`src/rtl/bea_pkg.sv`:
```
package bea_pkg;

    localparam int ADDR_W    = 32;
    localparam int SHORT_W   = 8;
    localparam int HALF_W    = 16;
    localparam int REGNUM_W  = 3;
    localparam int BYTE_STEP = 1;

    typedef enum logic [3:0] {
        AM_IND     = 4'd0,
        AM_POSTUP  = 4'd1,
        AM_POSTDN  = 4'd2,
        AM_PREUP   = 4'd3,
        AM_PREDN   = 4'd4,
        AM_DISP16  = 4'd5,
        AM_DISP32  = 4'd6,
        AM_SHORT   = 4'd7,
        AM_ABS16   = 4'd8,
        AM_ABS32   = 4'd9
    } am_e;

    typedef enum logic [1:0] {
        BASE_PTR   = 2'd0,
        BASE_SHORT = 2'd1,
        BASE_ZERO  = 2'd2
    } base_sel_e;

    typedef enum logic [1:0] {
        OFF_NONE = 2'd0,
        OFF_HALF = 2'd1,
        OFF_FULL = 2'd2,
        OFF_U8   = 2'd3
    } off_sel_e;

    typedef struct packed {
        logic      auto_mod;
        logic      addr_new;
        logic      step_down;
        base_sel_e base_sel;
        off_sel_e  off_sel;
    } am_ctrl_t;

    function automatic logic [ADDR_W-1:0] sext_half(input logic [ADDR_W-1:0] f);
        return {{(ADDR_W-HALF_W){f[HALF_W-1]}}, f[HALF_W-1:0]};
    endfunction

endpackage

```
`src/rtl/bea_mode_dec.sv`:
```
module bea_mode_dec
    import bea_pkg::*;
(
    input  logic [3:0] mode_code,
    output am_ctrl_t   ctrl
);
    always_comb begin
        ctrl = '{auto_mod: 1'b0, addr_new: 1'b0, step_down: 1'b0,
                 base_sel: BASE_PTR, off_sel: OFF_NONE};
        case (mode_code)
            AM_POSTUP: ctrl.auto_mod = 1'b1;
            AM_POSTDN: begin
                ctrl.auto_mod  = 1'b1;
                ctrl.step_down = 1'b1;
            end
            AM_PREUP: begin
                ctrl.auto_mod = 1'b1;
                ctrl.addr_new = 1'b1;
            end
            AM_PREDN: begin
                ctrl.auto_mod  = 1'b1;
                ctrl.addr_new  = 1'b1;
                ctrl.step_down = 1'b1;
            end
            AM_DISP16: ctrl.off_sel = OFF_HALF;
            AM_DISP32: ctrl.off_sel = OFF_FULL;
            AM_SHORT: begin
                ctrl.base_sel = BASE_SHORT;
                ctrl.off_sel  = OFF_U8;
            end
            AM_ABS16: begin
                ctrl.base_sel = BASE_ZERO;
                ctrl.off_sel  = OFF_HALF;
            end
            AM_ABS32: begin
                ctrl.base_sel = BASE_ZERO;
                ctrl.off_sel  = OFF_FULL;
            end
            default: ;
        endcase
    end
endmodule

```
`src/rtl/bea_addr_path.sv`:
```
module bea_addr_path
    import bea_pkg::*;
#(
    parameter int AW    = ADDR_W,
    parameter int SW    = SHORT_W,
    parameter int STEP  = BYTE_STEP
) (
    input  am_ctrl_t        ctrl,
    input  logic [AW-1:0]   ptr_val,
    input  logic [AW-1:0]   wide_field,
    input  logic [SW-1:0]   short_field,
    input  logic [AW-1:0]   short_base,
    output logic [AW-1:0]   addr,
    output logic [AW-1:0]   stepped
);
    localparam logic [AW-1:0] STEP_V = AW'(STEP);

    logic [AW-1:0] base_op;
    logic [AW-1:0] off_op;
    logic [AW-1:0] sum;

    always_comb begin
        case (ctrl.base_sel)
            BASE_SHORT: base_op = short_base;
            BASE_ZERO:  base_op = '0;
            default:    base_op = ptr_val;
        endcase
        case (ctrl.off_sel)
            OFF_HALF: off_op = sext_half(wide_field);
            OFF_FULL: off_op = wide_field;
            OFF_U8:   off_op = {{(AW-SW){1'b0}}, short_field};
            default:  off_op = '0;
        endcase
        sum     = base_op + off_op;
        stepped = ctrl.step_down ? (ptr_val - STEP_V) : (ptr_val + STEP_V);
        addr    = ctrl.addr_new ? stepped : sum;
    end
endmodule

```
`src/rtl/bea_src_fwd.sv`:
```
module bea_src_fwd
    import bea_pkg::*;
#(
    parameter int RW = REGNUM_W
) (
    input  logic          auto_mod,
    input  logic [RW:0]   src_sel,
    input  logic [RW-1:0] ptr_num,
    input  logic [7:0]    src_byte,
    input  logic [7:0]    new_low,
    output logic [7:0]    src_fwd
);
    logic alias_hit;

    always_comb begin
        alias_hit = auto_mod && src_sel[RW] && (src_sel[RW-1:0] == ptr_num);
        src_fwd   = alias_hit ? new_low : src_byte;
    end
endmodule

```
`src/rtl/byte_ea_gen.sv`:
```
module byte_ea_gen
    import bea_pkg::*;
(
    input  logic [3:0]          mode_code,
    input  logic [ADDR_W-1:0]   ptr_val,
    input  logic [REGNUM_W-1:0] ptr_num,
    input  logic [ADDR_W-1:0]   wide_field,
    input  logic [SHORT_W-1:0]  short_field,
    input  logic [ADDR_W-1:0]   short_base,
    input  logic [REGNUM_W:0]   src_sel,
    input  logic [7:0]          src_byte,
    output logic [ADDR_W-1:0]   eff_addr,
    output logic                ptr_wr_en,
    output logic [ADDR_W-1:0]   ptr_next,
    output logic [7:0]          src_fwd
);
    am_ctrl_t          ctrl;
    logic [ADDR_W-1:0] stepped;

    bea_mode_dec u_dec (
        .mode_code (mode_code),
        .ctrl      (ctrl)
    );

    bea_addr_path #(.AW(ADDR_W), .SW(SHORT_W), .STEP(BYTE_STEP)) u_path (
        .ctrl        (ctrl),
        .ptr_val     (ptr_val),
        .wide_field  (wide_field),
        .short_field (short_field),
        .short_base  (short_base),
        .addr        (eff_addr),
        .stepped     (stepped)
    );

    always_comb begin
        ptr_wr_en = ctrl.auto_mod;
        ptr_next  = ctrl.auto_mod ? stepped : ptr_val;
    end

    bea_src_fwd #(.RW(REGNUM_W)) u_fwd (
        .auto_mod (ctrl.auto_mod),
        .src_sel  (src_sel),
        .ptr_num  (ptr_num),
        .src_byte (src_byte),
        .new_low  (ptr_next[7:0]),
        .src_fwd  (src_fwd)
    );

    always_comb begin

        wb_only_auto_chk: assert (!ptr_wr_en || (mode_code >= 4'd1 && mode_code <= 4'd4));

        wb_hold_chk: assert (ptr_wr_en || ptr_next == ptr_val);

        post_addr_chk: assert (!(mode_code == 4'd1 || mode_code == 4'd2) || eff_addr == ptr_val);

        pre_addr_chk: assert (!(mode_code == 4'd3 || mode_code == 4'd4) || eff_addr == ptr_next);

        step_size_chk: assert (!ptr_wr_en || (ptr_next - ptr_val == 32'd1) || (ptr_val - ptr_next == 32'd1));

        fwd_only_alias_chk: assert (src_fwd == src_byte || (ptr_wr_en && src_sel[REGNUM_W]));
    end
endmodule

```
`config.mk`:
```
export PLATFORM = sky130hd
export DESIGN_NAME = byte_ea_gen
export DESIGN_NICKNAME = d
export VERILOG_FILES = /design/src/rtl/bea_pkg.sv /design/src/rtl/bea_mode_dec.sv /design/src/rtl/bea_addr_path.sv /design/src/rtl/bea_src_fwd.sv /design/src/rtl/byte_ea_gen.sv
export SDC_FILE = /design/constraint.sdc
export NUM_CORES = 1
export LEC_CHECK = 0
export ABC_AREA = 1
export BUFFER_PORTS_ARGS = -buffer_cell sky130_fd_sc_hd__clkbuf_2
export CORE_UTILIZATION = 25
export DETAILED_ROUTE_END_ITERATION = 12
export PLACE_DENSITY = 0.56
export SYNTH_ARGS = -nofsm -noshare
export SYNTH_HDL_FRONTEND = slang
export SYNTH_SLANG_ARGS = --single-unit
```
`constraint.sdc`:
```
create_clock -name vclk -period 7.6
set_clock_uncertainty 0.15 [all_clocks]
set_input_delay 2.28 -clock vclk [all_inputs]
set_output_delay 2.28 -clock vclk [all_outputs]
set_load 0.03 [all_outputs]
```
# [Word-level counts from Yosys, hierarchy flattened]
# Index checks and enable logic that the tools add are counted.
[classes] add_sub_neg=3 eq_ne=15 muxes=11 reduce_logical=8
[op_table] op="two-way mux 32 bit" count=3
[op_table] op="one-hot mux 32 bit (3 select lines)" count=1
[op_table] op="one-hot mux 32 bit (2 select lines)" count=1
[op_table] op="adder 32 x 1 -> 32 bit (second input constant)" count=1
[op_table] op="adder 32 bit" count=1
[op_table] op="subtractor 32 x 1 -> 32 bit (second input constant)" count=1
[op_table] op="equality test 4 x 3 -> 1 bit (second input constant)" count=4
[op_table] op="OR reduction 2 bit" count=5
[op_table] op="equality test 4 x 2 -> 1 bit (second input constant)" count=2
[op_table] op="equality test 4 bit (second input constant)" count=2
[op_table] op="two-way mux 8 bit" count=1
[op_table] op="equality test 2 bit (second input constant)" count=3
[op_table] op="one-hot mux 2 bit (3 select lines)" count=1
[op_table] op="equality test 2 x 1 -> 1 bit (second input constant)" count=2
[op_table] op="equality test 4 x 1 -> 1 bit (second input constant)" count=1
[op_table] op="one-hot mux 2 bit (2 select lines)" count=1
[op_table] op="OR reduction 4 bit" count=1
[op_table] op="equality test 3 bit" count=1
[op_table] op="two-way mux 1 bit" count=3
[op_table] op="logical AND 1 bit" count=2
[totals] regBits=0 inputBits=123

# [Depth between registers and ports, before layout]
[logic_depth] depth_word=7 mapped_depth=21 ltp_nobuf=20

# [Hierarchy]
# A second synthesis with hierarchy kept.
[hier_totals] hier_cells=1449 hier_area_um2=6734.0
[modules_own_cells] module="bea_addr_path" instances=1 cells_each=1274 area_per_inst_um2=5904.4
[modules_own_cells] module="byte_ea_gen" instances=1 cells_each=104 area_per_inst_um2=491.7
[modules_own_cells] module="bea_src_fwd" instances=1 cells_each=43 area_per_inst_um2=221.5
[modules_own_cells] module="bea_mode_dec" instances=1 cells_each=28 area_per_inst_um2=116.4

# [Least setup slack after synthesis]
# No wires, ideal clock.
[synth_path] path_kind="input port to output port" startpoint="in mode_code[2]" endpoint="out eff_addr[12]" arrival_ns=5.391 required_ns=5.170 slack_ns=-0.221 cell_stages=14 path_buffers=2 cell_sequence="inv_1 nor3_2 ha_1 buf_2 nor2_1 clkbuf_1 a22o_1 ha_1 nand2_1 inv_1 a21oi_1 nand3_1 xnor2_1 o21ai_0"
[synth_between] elab_chain_cells=7 word_cells_on_any_way=27 classes_between="add/sub: 1; eq/ne: 13; mux: 8; reduce/logical: 5"
[synth_rtl] item="start, declared" line="byte_ea_gen.sv:4" text="input logic [3:0] mode_code,"
[synth_rtl] item="equality test 4 x 3 -> 1 bit or equality test 4 bit (tied branches)" line="bea_mode_dec.sv:10" text="case (mode_code)"
[synth_rtl] item="OR reduction 2 bit (no source line)"
[synth_rtl] item="one-hot mux 2 bit (3 select lines) or one-hot mux 2 bit (2 select lines) (tied branches)" line="bea_mode_dec.sv:10"
[synth_rtl] item="equality test 2 bit (tied with other cells)" line="bea_addr_path.sv:28" text="case (ctrl.off_sel)"
[synth_rtl] item="one-hot mux 32 bit (3 select lines) or one-hot mux 32 bit (2 select lines) (tied branches)" line="bea_addr_path.sv:28, bea_addr_path.sv:23"
[synth_rtl] item="adder 32 bit" line="bea_addr_path.sv:34" text="sum = base_op + off_op;"
[synth_rtl] item="two-way mux 32 bit *" line="bea_addr_path.sv:36" text="addr = ctrl.addr_new ? stepped : sum;"
[synth_rtl] item="end, declared" line="byte_ea_gen.sv:12" text="output logic [ADDR_W-1:0] eff_addr,"
# Mark *: on every way between the ends. The rest lies on a longest branch, timed or not.

# [Worst setup path after layout]
[layout_path] startpoint="in mode_code[2]" endpoint="out ptr_next[17]"
[layout_between] elab_chain_cells=5 word_cells_on_any_way=10 classes_between="eq/ne: 4; mux: 4; reduce/logical: 2"
[layout_rtl] item="equality test 4 x 2 -> 1 bit or equality test 4 x 3 -> 1 bit (tied branches)" line="bea_mode_dec.sv:10"
[layout_rtl] item="OR reduction 2 bit (no source line)"
[layout_rtl] item="two-way mux 1 bit" line="bea_mode_dec.sv:10"
[layout_rtl] item="two-way mux 32 bit" line="bea_addr_path.sv:35" text="stepped = ctrl.step_down ? (ptr_val - STEP_V) : (ptr_val + STEP_V);"
[layout_rtl] item="two-way mux 32 bit *" line="byte_ea_gen.sv:37" text="ptr_next = ctrl.auto_mod ? stepped : ptr_val;"
[layout_rtl] item="end, declared" line="byte_ea_gen.sv:14" text="output logic [ADDR_W-1:0] ptr_next,"
# Marks and branches as above.

==> results by group <==
Outcome
  – Status: finished clean

STA
  – Fin crit share: 0.985
  – Worst slew pin tran: 0.577 ns
  – Hold slack final: roughly 4.8 ns
  – Final Max Slew Viols: 0
  – Final hold violation count: 0
  – Tmin final: approximately 7.5 ns
  – Max-slew headroom: 0.615
  – Final Setup Violations: 0
  – Max Freq: roughly 130 MHz
  – RSZ-0062 raised after global routing: true

Die
  – Die height: approximately 160 um
  – Die W: about 160 um
  – IO Pins: 196
  – Row count: 58
  – CORE AREA: 0.0253 mm2
  – Die area: roughly 0.027 mm2
  – Initial core utilization: 0.256

Worst setup path
  – Slowest Stage Delay on Critical Path: around 0.39 ns
  – WS Path Type: in2out
  – Required time worst endpoint: approximately 5.2 ns
  – Critical path startpoint category: input port
  – Worst path cell trace: clkbuf_2 > inv_1 > nor2_2 > buf_4 > nand2_2 > nand2_4 > buf_12 > ha_1 > nand2_1 > nor2_2 > inv_1 > nor2_2 > nand4_1 > nand4_1 > nand3_1 > o21ai_0 > buf_2
  – CP delay by family, top: simple AND/OR/NAND/NOR gates
  – Crit-path most repeated cell: nor2_2
  – Worst Path Max Fanout: 16
  – WP data arrival: about 5.1 ns
  – CP max-delay cell: ha_1
  – WP buf/inv: 6
  – Setup crit end kind: primary output

Drt
  – Post-DR wirelength/cell: between 15 and 20 um
  – Vias per Instance: about 4.7
  – Vias: slightly above 9000
  – Iter 0 DRT Violations: ~750
  – Initial DRT Pass Iterations: 5
  – DRC Markers: 0
  – Final wirelength: 29300 um
  – ANT nets after route: 0

Synthesis
  – Synth Cell Area: 0.00649 mm2
  – Syn nets: around 1600
  – Seq/Total Area, Yosys: 0
  – Unique masters post-synth: 36
  – Synth warn: 0
  – Synthesized area per cell: approximately 4.7 um2
  – Syn Inst Count: 1383

Final layout
  – Area grow syn2layout: 34.7%
  – Antenna fix cells: 0
  – Fraction of layout cells with a size suffix above 1: 0.221
  – # nets final: 1811
  – Sequential cell area: 0 um2
  – Multi-input logic area: between 0.005 and 0.006 mm2
  – Layout Cells excl Fill: roughly 2000
  – Sequential cell count: 0
  – Filler cell count: about 2900
  – Clock buf count: 0

Place
  – Global placer's final weighted congestion: 0.947
  – Port bufs: around 200
  – DP Cell Count: 1946
  – Final HPWL DP: ~26000 um

Worst hold path
  – Hold_sp: src_byte[7]
  – Hold EP: src_fwd[7]
  – Hold path depth: 4
  – Worst Hold Class: in2out

Power
  – Max IR drop VDD: about 0.046 mV
  – Pwr dens: 86.7 mW/mm2
  – Static leakage: about 5.5 nW

Global route
  – Total track usage: 0.212
  – Initial antenna violation count: 0
  – Pin count of the biggest net entering global routing: 33
  – Number of global-route vias before repair: about 8600
  – First-pass GRT wire length: roughly 44000 um
  – GR Overflow Total: 0

Run
  – Max cap viols: 0
## cells in the mapped netlist (all sizes together)
cell type  number  area (um2)
nand2         640        2430
inv           269        1010
nand3         102         521
nor2           88         348
ha             62         776
o21ai          60         308
a21oi          37         185
buf            19         119
nor3           17        95.1
a22o           16         140
xor2           16         140
nand4          13        81.3
xnor2          10        87.6
nand3b          9        67.6
and2            5        31.3
or2             5        31.3
clkbuf          4        15.0
a21boi          3        22.5
and3            3        18.8
fa              2        40.0
o21bai          2        15.0
a21o            1        7.51
## cell families after synthesis
kind of cell               synth area share
and+or+nand+nor                       0.558
adders and majority gates             0.126
AOI/OAI and AO/OA                     0.105
buffers and inverters                 0.176
xor gates and xnor gates             0.0351
## cells in the final DEF (no fill, tap or decap), types with 29 or more instances in the layout
master | synthesis | final
nand3_1 | 100 | 97
nor2_1 | 83 | 74
o21ai_0 | 48 | 39
buf_4 | 8 | 65
inv_1 | 266 | 265
nand2_1 | 631 | 605
ha_1 | 62 | 48
clkbuf_2 | 0 | 178
nand2_2 | 8 | 30
a21oi_1 | 37 | 29
## layer usage
metal	share of wire	vias up	global-route usage
met5	0	-	0
met3	0.038	56	0.0102
met1	0.43	4103	0.263
met4	0.041	0	0.0540
met2	0.49	204	0.396
li1	-	4714	-
## worst max-delay path by stage
stage / cells past startpoint / end / start
6_report: 17 / ptr_next[17] / mode_code[2]
5_1_grt: 22 / eff_addr[28] / mode_code[3]
3_5_place_dp: 18 / eff_addr[12] / mode_code[3]
2_1_floorplan: 14 / eff_addr[4] / mode_code[2]
3_3_place_gp: 18 / eff_addr[12] / mode_code[3]
4_1_cts: 21 / eff_addr[28] / mode_code[3]
## report_power, final
part | internal, mW | leakage, nW | switching [mW]
clock network | 0 | 0 | 0
registers | 0 | 0 | 0
logic | 0.261 | 5.55 | 0.496
## final cells by class
type	instances	area share
multi-input cells	1091	0.654
well taps	330	0.0472
inverters	269	0.116
repair buffers	262	0.183
## timing repair
item	CTS	global route
pin swaps	0	24
hold buffers	0	0
gates resized for setup	15	116
gates cloned	0	1
buffers inserted	0	5
endpoints found under the setup margin	13	29
## stage by stage
step                power (mW)  utilization  cell area, um2  TNS (ns)  worst slack, ns
global placement         0.698        0.326            8260    -0.732           -0.197
floorplan                0.446            -            6490         0         0.000706
finish                   0.758        0.345            8740         0            0.113
detailed placement       0.699        0.326            8260    -0.816           -0.185
CTS                      0.708        0.329            8320         0          0.00427
global route             0.822        0.345            8740    -0.194          -0.0308
(Power assumes the default switching activity.)
